===== src/rtl/i2c_tgt_pkg.sv =====
package i2c_tgt_pkg;
  localparam int BYTE_W   = 8;
  localparam int CNT_W    = $clog2(BYTE_W + 1);
  localparam int OFS_DATA = 0;
  localparam int OFS_STAT = 1;
  localparam int OFS_OWN  = 2;

  typedef enum logic [2:0] {
    ST_IDLE, ST_ADDR, ST_ADDR_ACK, ST_RX, ST_RX_ACK, ST_TX_WAIT, ST_TX, ST_TX_ACK
  } tgt_state_e;
endpackage


===== src/rtl/i2c_tgt_sync.sv =====
module i2c_tgt_sync #(
  parameter int STAGES = 2
) (
  input  logic clk_i,
  input  logic rst_ni,
  input  logic scl_i,
  input  logic sda_i,
  output logic sda_o,
  output logic scl_rise_o,
  output logic scl_fall_o,
  output logic start_o,
  output logic stop_o
);
  logic [STAGES-1:0] scl_p, sda_p;
  logic scl_d, sda_d, scl_s;

  always_ff @(posedge clk_i or negedge rst_ni) begin
    if (!rst_ni) begin
      scl_p <= '1;
      sda_p <= '1;
      scl_d <= 1'b1;
      sda_d <= 1'b1;
    end else begin
      scl_p <= {scl_p[STAGES-2:0], scl_i};
      sda_p <= {sda_p[STAGES-2:0], sda_i};
      scl_d <= scl_p[STAGES-1];
      sda_d <= sda_p[STAGES-1];
    end
  end

  assign scl_s      = scl_p[STAGES-1];
  assign sda_o      = sda_p[STAGES-1];
  assign scl_rise_o = scl_s & ~scl_d;
  assign scl_fall_o = ~scl_s & scl_d;
  // SDA edges while SCL stays high
  assign start_o    = scl_s & scl_d & sda_d & ~sda_o;
  assign stop_o     = scl_s & scl_d & ~sda_d & sda_o;
endmodule


===== src/rtl/i2c_tgt_fsm.sv =====
module i2c_tgt_fsm
  import i2c_tgt_pkg::*;
(
  input  logic              clk_i,
  input  logic              rst_ni,
  input  logic              en_i,
  input  logic [BYTE_W-2:0] own_i,
  input  logic              sda_i,
  input  logic              scl_rise_i,
  input  logic              scl_fall_i,
  input  logic              start_i,
  input  logic              stop_i,
  input  logic              tx_load_i,
  input  logic [BYTE_W-1:0] tx_byte_i,
  output logic              rx_set_o,
  output logic [BYTE_W-1:0] rx_byte_o,
  output logic              rx_first_o,
  output logic              tx_set_o,
  output logic              tx_clr_o,
  output logic              sda_oe_o
);
  localparam logic [CNT_W-1:0] FULL = CNT_W'(BYTE_W);

  tgt_state_e        state;
  logic [BYTE_W-1:0] shreg;
  logic [CNT_W-1:0]  cnt;
  logic              rw_q, ack_q, first_q, ack_drv;

  always_ff @(posedge clk_i or negedge rst_ni) begin
    if (!rst_ni) begin
      state   <= ST_IDLE;
      shreg   <= '0;
      cnt     <= '0;
      rw_q    <= 1'b0;
      ack_q   <= 1'b0;
      first_q <= 1'b0;
      ack_drv <= 1'b0;
    end else if (!en_i) begin
      state   <= ST_IDLE;
      ack_drv <= 1'b0;
      first_q <= 1'b0;
    end else if (start_i) begin
      state   <= ST_ADDR;
      cnt     <= '0;
      ack_drv <= 1'b0;
      first_q <= 1'b0;
    end else if (stop_i) begin
      state   <= ST_IDLE;
      ack_drv <= 1'b0;
      first_q <= 1'b0;
    end else begin
      unique case (state)
        ST_ADDR: begin
          if (scl_rise_i) begin
            shreg <= {shreg[BYTE_W-2:0], sda_i};
            cnt   <= cnt + CNT_W'(1);
          end else if (scl_fall_i && cnt == FULL) begin
            if (shreg[BYTE_W-1:1] == own_i) begin
              ack_drv <= 1'b1;
              rw_q    <= shreg[0];
              state   <= ST_ADDR_ACK;
            end else begin
              state <= ST_IDLE;
            end
          end
        end
        ST_ADDR_ACK: begin
          if (scl_fall_i) begin
            ack_drv <= 1'b0;
            cnt     <= '0;
            if (rw_q) begin
              state <= ST_TX_WAIT;
            end else begin
              state   <= ST_RX;
              first_q <= 1'b1;
            end
          end
        end
        ST_RX: begin
          if (scl_rise_i) begin
            shreg <= {shreg[BYTE_W-2:0], sda_i};
            cnt   <= cnt + CNT_W'(1);
          end else if (scl_fall_i && cnt == FULL) begin
            ack_drv <= 1'b1;
            state   <= ST_RX_ACK;
          end
        end
        ST_RX_ACK: begin
          if (scl_fall_i) begin
            ack_drv <= 1'b0;
            cnt     <= '0;
            first_q <= 1'b0;
            state   <= ST_RX;
          end
        end
        ST_TX_WAIT: begin
          if (tx_load_i) begin
            shreg <= tx_byte_i;
            cnt   <= '0;
            state <= ST_TX;
          end
        end
        ST_TX: begin
          if (scl_fall_i) begin
            shreg <= {shreg[BYTE_W-2:0], 1'b0};
            cnt   <= cnt + CNT_W'(1);
            if (cnt == FULL - CNT_W'(1)) state <= ST_TX_ACK;
          end
        end
        ST_TX_ACK: begin
          if (scl_rise_i) ack_q <= ~sda_i;
          else if (scl_fall_i) state <= ack_q ? ST_TX_WAIT : ST_IDLE;
        end
        default: ;
      endcase
    end
  end

  assign rx_byte_o  = shreg;
  assign rx_first_o = first_q;
  assign rx_set_o   = en_i & scl_fall_i & (state == ST_RX_ACK);
  assign tx_set_o   = en_i & scl_fall_i &
                      (((state == ST_ADDR_ACK) & rw_q) | ((state == ST_TX_ACK) & ack_q));
  assign tx_clr_o   = en_i & (start_i | stop_i);
  assign sda_oe_o   = en_i & (ack_drv | ((state == ST_TX) & ~shreg[BYTE_W-1]));
endmodule


===== src/rtl/i2c_tgt_regs.sv =====
module i2c_tgt_regs
  import i2c_tgt_pkg::*;
#(
  parameter int REG_W  = 32,
  parameter int ADDR_W = 4
) (
  input  logic              clk_i,
  input  logic              rst_ni,
  input  logic [ADDR_W-1:0] reg_addr_i,
  input  logic              reg_we_i,
  input  logic              reg_re_i,
  input  logic [REG_W-1:0]  reg_wdata_i,
  output logic [REG_W-1:0]  reg_rdata_o,
  input  logic              rx_set_i,
  input  logic [BYTE_W-1:0] rx_byte_i,
  input  logic              rx_first_i,
  input  logic              tx_set_i,
  input  logic              tx_clr_i,
  output logic              en_o,
  output logic [BYTE_W-2:0] own_o,
  output logic              rreq_o,
  output logic              treq_o,
  output logic              fbr_o,
  output logic              tx_load_o,
  output logic [BYTE_W-1:0] tx_byte_o
);
  localparam int WORD_W = ADDR_W - 2;

  logic [WORD_W-1:0] word;
  logic sel_data, sel_stat, sel_own, rd_clr;
  logic [BYTE_W-1:0] rx_q;
  logic unused_bits;

  assign word     = reg_addr_i[ADDR_W-1:2];
  assign sel_data = (word == WORD_W'(OFS_DATA));
  assign sel_stat = (word == WORD_W'(OFS_STAT));
  assign sel_own  = (word == WORD_W'(OFS_OWN));
  assign rd_clr   = reg_re_i & sel_data;
  assign tx_load_o = reg_we_i & sel_data & treq_o;
  assign tx_byte_o = reg_wdata_i[BYTE_W-1:0];
  assign unused_bits = ^{reg_addr_i[1:0], reg_wdata_i[REG_W-1:BYTE_W]};

  always_ff @(posedge clk_i or negedge rst_ni) begin
    if (!rst_ni) begin
      en_o   <= 1'b0;
      own_o  <= '0;
      rx_q   <= '0;
      rreq_o <= 1'b0;
      treq_o <= 1'b0;
      fbr_o  <= 1'b0;
    end else begin
      if (reg_we_i && sel_stat) en_o  <= reg_wdata_i[0];
      if (reg_we_i && sel_own)  own_o <= reg_wdata_i[BYTE_W-2:0];
      if (!en_o) begin
        rreq_o <= 1'b0;
        treq_o <= 1'b0;
        fbr_o  <= 1'b0;
      end else begin
        if (rx_set_i) begin
          rx_q   <= rx_byte_i;
          rreq_o <= 1'b1;
          fbr_o  <= rx_first_i;
        end else if (rd_clr) begin
          rreq_o <= 1'b0;
          fbr_o  <= 1'b0;
        end
        if (tx_set_i) treq_o <= 1'b1;
        else if (tx_clr_i || tx_load_o) treq_o <= 1'b0;
      end
    end
  end

  always_comb begin
    reg_rdata_o = '0;
    if (sel_data)      reg_rdata_o = REG_W'(rx_q);
    else if (sel_stat) reg_rdata_o = REG_W'({fbr_o, treq_o, rreq_o});
    else if (sel_own)  reg_rdata_o = REG_W'(own_o);
  end
endmodule


===== src/rtl/i2c_tgt.sv =====
module i2c_tgt
  import i2c_tgt_pkg::*;
#(
  parameter int REG_W       = 32,
  parameter int ADDR_W      = 4,
  parameter int SYNC_STAGES = 2
) (
  input  logic              clk_i,
  input  logic              rst_ni,
  input  logic              scl_i,
  input  logic              sda_i,
  output logic              scl_oe_o,
  output logic              sda_oe_o,
  input  logic [ADDR_W-1:0] reg_addr_i,
  input  logic              reg_we_i,
  input  logic              reg_re_i,
  input  logic [REG_W-1:0]  reg_wdata_i,
  output logic [REG_W-1:0]  reg_rdata_o
);
  logic sda_s, scl_rise, scl_fall, start, stop;
  logic en, rreq, treq, fbr;
  logic [BYTE_W-2:0] own;
  logic rx_set, rx_first, tx_set, tx_clr, tx_load;
  logic [BYTE_W-1:0] rx_byte, tx_byte;

  i2c_tgt_sync #(.STAGES(SYNC_STAGES)) i_sync (
    .clk_i, .rst_ni, .scl_i, .sda_i,
    .sda_o(sda_s), .scl_rise_o(scl_rise), .scl_fall_o(scl_fall),
    .start_o(start), .stop_o(stop)
  );

  i2c_tgt_fsm i_fsm (
    .clk_i, .rst_ni, .en_i(en), .own_i(own), .sda_i(sda_s),
    .scl_rise_i(scl_rise), .scl_fall_i(scl_fall), .start_i(start), .stop_i(stop),
    .tx_load_i(tx_load), .tx_byte_i(tx_byte),
    .rx_set_o(rx_set), .rx_byte_o(rx_byte), .rx_first_o(rx_first),
    .tx_set_o(tx_set), .tx_clr_o(tx_clr), .sda_oe_o
  );

  i2c_tgt_regs #(.REG_W(REG_W), .ADDR_W(ADDR_W)) i_regs (
    .clk_i, .rst_ni, .reg_addr_i, .reg_we_i, .reg_re_i, .reg_wdata_i, .reg_rdata_o,
    .rx_set_i(rx_set), .rx_byte_i(rx_byte), .rx_first_i(rx_first),
    .tx_set_i(tx_set), .tx_clr_i(tx_clr),
    .en_o(en), .own_o(own), .rreq_o(rreq), .treq_o(treq), .fbr_o(fbr),
    .tx_load_o(tx_load), .tx_byte_o(tx_byte)
  );

  assign scl_oe_o = en & (rreq | treq);
endmodule


===== config.mk =====
export PLATFORM = sky130hd
export DESIGN_NAME = i2c_tgt
export DESIGN_NICKNAME = d
export VERILOG_FILES = /design/src/rtl/i2c_tgt_pkg.sv /design/src/rtl/i2c_tgt_sync.sv /design/src/rtl/i2c_tgt_fsm.sv /design/src/rtl/i2c_tgt_regs.sv /design/src/rtl/i2c_tgt.sv
export SDC_FILE = /design/constraint.sdc
export NUM_CORES = 1
export LEC_CHECK = 0
export CORE_MARGIN = 1
export CORE_UTILIZATION = 35
export DETAILED_ROUTE_END_ITERATION = 7
export GPL_TIMING_DRIVEN = 0
export PLACE_DENSITY = 0.7
export SYNTH_ARGS = -nofsm -noshare
export SYNTH_HDL_FRONTEND = slang
export SYNTH_SLANG_ARGS = --single-unit

===== constraint.sdc =====
create_clock -name clk_i -period 2.8 [get_ports clk_i]
set_input_delay 0.42 -clock clk_i [delete_from_list [all_inputs] [get_ports clk_i]]
set_output_delay 0.42 -clock clk_i [all_outputs]
set_load 0.02 [all_outputs]

After elaboration in Yosys (flattened, before gate mapping)

Index checks and enable logic that the tools add are counted.

Word-level logic and storage cells: 161
Output and inout bits: 34
Bits of input ports: 42
Bits in registers: 44

Equality and inequality tests: 39
Reduce and logical (&&, ||, !) cells: 17
Add/subtract/negate cells: 1
Multiplexer cells: 56
Bitwise operators: 31

Operator list:

| cell                                                 | count |
|---|---|
| != test 5 bit (second input constant)                | 15 |
| two-way mux 32 bit                                   | 2 |
| two-way mux 3 bit                                    | 16 |
| AND reduction 7 bit                                  | 4 |
| two-way mux 4 bit                                    | 6 |
| two-way mux 8 bit                                    | 3 |
| one-hot mux 8 bit (3 select lines)                   | 1 |
| two-way mux 1 bit                                    | 22 |
| one-hot mux 3 bit (7 select lines)                   | 1 |
| bitwise AND 1 bit                                    | 19 |
| one-hot mux 4 bit (4 select lines)                   | 1 |
| equality test 3 bit (second input constant)          | 4 |
| != test 3 x 1 -> 1 bit (second input constant)       | 4 |
| AND reduction 12 bit                                 | 1 |
| != test 10 bit (second input constant)               | 1 |
| != test 2 x 1 -> 1 bit (second input constant)       | 4 |
| NOT 1 bit                                            | 8 |
| equality test 7 bit                                  | 1 |
| two-way mux 7 bit                                    | 1 |
| equality test 3 x 2 -> 1 bit (second input constant) | 2 |
| != test 3 bit (second input constant)                | 2 |
| != test 6 bit (second input constant)                | 1 |
| AND reduction 5 bit                                  | 1 |
| nonzero test 5 bit                                   | 1 |
| 17 further kinds                                     | 23 |

Longest topological paths before layout

Depth in word-level cells: 9
Gate-level depth with buffers: 7

Hierarchy

Synthesis repeated with hierarchy kept, for this count alone.

Cells, all modules: 269
Area, all modules: 2727.6 um^2

Modules (own cells, without submodules):

| module       | seq. area each (um^2) | instances | area an instance (um^2) | cells an instance |
|---|---|---|---|---|
| i2c_tgt_fsm  | 475.5                 | 1         | 1381.3                  | 157 |
| i2c_tgt_regs | 475.5                 | 1         | 1148.6                  | 101 |
| i2c_tgt_sync | 157.7                 | 1         | 190.2                   | 10 |
| i2c_tgt      | 0.0                   | 1         | 7.5                     | 1 |

Worst setup path after synthesis

Ideal clock, no wire load.

Path type: flip-flop to flip-flop
Start point: reg i_sync.sda_p[1]
End point: reg i_fsm.rw_q
Cell stages (with the launch flop): 7
Clock period less this slack: 1.974 ns
Library setup time: 0.127 ns
Data arrival time: 1.847 ns
Slack: 0.826 ns
Cells stage by stage: dfstp_2 buf_2 xnor2_1 o21ai_2 or4_1 nor2_1 mux2_1

Cells in the longest elaborated chain, start to end: 4
Elaborated cells between the ends (all ways): 6
Classes of those cells: bitwise (5); reduce/logical (1)

RTL lines:

| element                                  | RTL line           | text |
|---|---|---|
| start: declaration                       | i2c_tgt_sync.sv:14 | `logic [STAGES-1:0] scl_p, sda_p;` |
| start signal: assignment                 | i2c_tgt_sync.sv:25 | `sda_p <= {sda_p[STAGES-2:0], sda_i};` |
| NOT 1 bit                                | i2c_tgt_sync.sv:36 | `assign start_o = scl_s & scl_d & sda_d & ~sda_o;` |
| bitwise AND 1 bit                        | i2c_tgt_sync.sv:36 |  |
| NOT 1 bit (no source line)               | --                 |  |
| AND reduction 7 bit (no source line) (*) | --                 |  |
| end signal: assignment                   | i2c_tgt_fsm.sv:60  | `rw_q <= shreg[0];` |
| end: declaration                         | i2c_tgt_fsm.sv:27  | `logic rw_q, ack_q, first_q, ack_drv;` |

Mark *: on every way between the ends. The rest lies on a longest branch, timed or not.
A chain may end at the register's enable or synchronous reset.

Worst setup path in the final report

Start point: in reg_addr_i[3]
End point: out reg_rdata_o[0]

Cells in the longest elaborated chain, start to end: 4
Elaborated cells between the ends (all ways): 6
Classes of those cells: eq/ne (2); mux (3); reduce/logical (1)

RTL lines:

| element                | RTL line           | text |
|---|---|---|
| start: declaration     | i2c_tgt.sv:14      | `input logic [ADDR_W-1:0] reg_addr_i,` |
| equality test 2 bit    | i2c_tgt_regs.sv:37 | `assign sel_own = (word == WORD_W'(OFS_OWN));` |
| two-way mux 7 bit      | i2c_tgt_regs.sv:77 | `else if (sel_own) reg_rdata_o = REG_W'(own_o);` |
| two-way mux 32 bit     | i2c_tgt_regs.sv:76 | `else if (sel_stat) reg_rdata_o = REG_W'({fbr_o, treq_o, rreq_o});` |
| two-way mux 32 bit (*) | i2c_tgt_regs.sv:75 | `if (sel_data) reg_rdata_o = REG_W'(rx_q);` |
| end: declaration       | i2c_tgt.sv:18      | `output logic [REG_W-1:0] reg_rdata_o` |

Marked as above.

==> impl_metrics.ini <==
[timing]
drv_slew = 0
shortest_period_the_worst_path_allows_ns = 2.641
min_setup_slack_post_route_ns = 0.1590
hold_ws_ns = 0.05813
fmax_mhz = 378.6
finalHoldViolations = 0
max_slew_headroom_at_the_worst_pin_pct = 60.97
min_period_over_period_pct = 94.32
timing_worst_slew_pin_value_ns = 0.5854
setup_viol = 0
skew_ns = 0.01091
rsz0062_at_grt = false

[drt]
routed_via_density = 4.806
detail-route-antenna-nets = 0
first_pass_iters = 4
routed-via-count = 2057
avgRoutedWirePerCell_um = 12.96
iteration_0_drc_markers = 154
final_routed_drc_violation_total = 0
routed_wl_mm = 5.549

[clock_tree]
total_clock_buffers_created_by_cts = 5
cts_max_level = 2
clock_tree.buffer_depth = 2
cts.sinks = 44
hold_buffers = 0
cts_root_buffer = clkbuf_8
clk_pin_slew_ns = 0.09
tritoncts = done
clkLatencyLatePin_ns = 0.30

[critical_path]
setup.worst_path.start_class = input pin
worst_ep_arrival_time_ns = 2.22
timing.critical_path.to = reg_rdata_o[0]
rr_worst_depth = 6
path_buf_inv = 3
critical_path.reg2reg.startpoint = i_sync.sda_p[1]$_DFF_PN1_
reg2reg_slack_ns = 0.69
r2r-end = i_fsm.rw_q$_DFFE_PN0P_
setup.worst_path.class = input pin to output pin
crit_path_max_incr_delay_ns = 0.64
cp.depth = 6
critical_path_peak_fanout = 10
worstPathCellList = clkdlybuf4s50_1 > clkbuf_2 > nor2b_1 > nand2_1 > o21ai_0 > clkdlybuf4s50_1
startpoint = reg_addr_i[3]
setup.worst_path.end_class = output pin
required_ns = 2.38
cp_slowest_cell = clkdlybuf4s50_1
cpLargestDelayFamily = buffers and inverters
timing.critical_path.mode_cell = clkdlybuf4s50_1

[pwr]
leakage_nw = 1.483
total_power_mw = 1.740
vdd_drop_max_v = 0.0003341
power-per-cell-area_nw_per_um2 = 537.6

[layout]
syn_to_final_growth_pct = 22.43
finalInstanceArea_um2 = 3237
antenna-diode-count = 0
most-common-layout-cells = dfrtp_1, nor2_1, buf_4, conb_1, clkdlybuf4s50_1
nets_finish = 372
final_common_cell = dfrtp_1
final_layout_size_suffix_gt1_share_pct = 22.19

[grt]
grt_first_pass_wirelength_mm = 9.101
grt_remaining_overflow = 0
antenna_found_initial = 0
grt_util_all_layers_pct = 15.24
grt_pass1_vias = 1917
pin_count_of_the_biggest_net_entering_global_routing = 26

[synth]
post_synth_main_area_contributors = dfrtp_1, buf_4, mux2_2, mux2i_1, dfstp_2
post_synth_num_cell_types = 51
ys_seq_elements = 44
synth-edff-count = 0
post_synthesis_cell_area_um2 = 2644
synth_area_per_cell_um2 = 9.720
synth_ff_type = dfrtp_1
yosysSeqAreaShare_pct = 41.93
synth-warning-count = 0
most_area_hungry_cell_type_in_the_yosys_netlist = dfrtp_1
synth.top_cell.area_share_pct = 35.97
ffs_w_async_s_r_synth_pct = 100.0
syn_inst = 272

[floorplan]
fp.dieArea_um2 = 7905
io_pins = 76
floorplan.die.width_um = 88.91
start_util_pct = 36.26
std_cell_rows = 31
core_area_um2 = 7292
chip_height_um = 88.91

[placement]
gp_routability_congestion = 0.8718
place_ws_ns = -0.04675
dpl_cell_area_um2 = 3119
dpl.hpwl_mm = 4.091
io_buffers = 25

[run_status]
result_of_the_run = finished, final reports clean

[run]
drv_cap = 0

[worst_hold_path]
type_of_the_worst_min_delay_path = input pin to asynchronous set/reset pin
[area by class of cell]
type / instances / area [um^2]
tap: 99 / 123.9
inverter: 10 / 37.54
clock inverter: 3 / 46.29
fill: 699 / 4055
timing repair buffer: 26 / 265.3
buffer: 36 / 240.2
clock buffer: 5 / 68.82
multi-input combinational: 205 / 1346
sequential: 44 / 1109
[repair_timing]
| item | CTS | global route |
|---|---|---|
| setup buffers | 0 | 0 |
| endpoints found under the setup margin | 3 | 3 |
| resized for setup | 1 | 2 |
[power by group]
group          switching, mW  internal (mW)
Sequential             0.107          0.729
Clock                  0.229          0.269
Combinational          0.212          0.195
Total                  0.548           1.19
[synth_stat cells (2+ instances only)]
library cell  instances
mux2i_1              17
a31oi_1               3
a21oi_1              15
nand3_1               5
o21ai_1               2
a311oi_1              2
xor2_1                4
a21oi_2               2
buf_2                 4
ha_1                  2
inv_1                10
and2_1                2
dfstp_2               6
o21ai_0              12
nor3_1                3
buf_4                26
xnor2_1               5
nor3b_1               2
nand4_1               7
clkbuf_1              5
nand2b_1              3
nand3b_1              2
nand2_1              18
nor2_1               27
mux2_2               17
and3_1                3
nor2b_1               6
mux2_1                2
dfrtp_1              38
[worst reg2reg max path, cell delays in order, from the launching register on]
cell and delay [ns]:
dfstp_2 0.53, buf_2 0.17, xnor2_1 0.15, o21ai_2 0.17
or4_1 0.55, nor2_1 0.11, mux2_1 0.33
[metal layers]
layer	track usage [%]	up-vias	wire length [um]
li1	-	1019	-
met1	20.06	960	2523
met2	24.69	69	2652
met3	2.955	9	264
met4	6.305	0	108
met5	0	-	0
[stage by stage]
step / TNS (ns) / util, % / instances
2_1_floorplan: 0 / - / 295
3_3_place_gp: -0.001015 / 42.57 / 419
3_5_place_dp: -0.09883 / 42.78 / 420
4_1_cts: 0 / 44.37 / 428
5_1_grt: 0 / 44.39 / 428
6_report: 0 / 44.39 / 428
[how the worst min path moves through the flow]
| stage | startpoint | endpoint | slack, ns | cells after the start |
|---|---|---|---|---|
| 6_report | rst_ni | i_regs.own_o[3]$_DFFE_PN0P_ | 0.06 | 1 |
| 5_1_grt | rst_ni | i_fsm.rx_byte_o[3]$_DFFE_PN0P_ | 0.09 | 1 |
| 4_1_cts | rst_ni | i_regs.own_o[3]$_DFFE_PN0P_ | 0.06 | 1 |
| 3_5_place_dp | i_sync.scl_p[0]$_DFF_PN1_ | i_sync.scl_p[1]$_DFF_PN1_ | 0.35 | 0 |
| 3_3_place_gp | i_sync.scl_p[0]$_DFF_PN1_ | i_sync.scl_p[1]$_DFF_PN1_ | 0.35 | 0 |
| 2_1_floorplan | rst_ni | i_fsm.ack_drv$_DFFE_PN0P_ | 0.12 | 0 |
[registers in the layout, summed over array words and instances, names as in the netlist, 2 cells and up]
name and count:
i_fsm.cnt 4, i_fsm.state 3, i_fsm.rx_byte_o 8, i_regs.rx_q 8
i_sync.scl_p 2, i_regs.own_o 7, i_sync.sda_p 2
[logic make-up after synthesis]
logic type | count (synthesis) | synth area share (%)
compound gates | 48 | 12.49
xor+xnor | 9 | 2.981
fa+ha+maj | 2 | 0.9464
buf+inv | 46 | 10.41
flops | 44 | 41.93
mux | 36 | 14.53
other cells | 1 | 0.1418
simple gates | 86 | 16.56
Power figures use the tool's default switching activity.
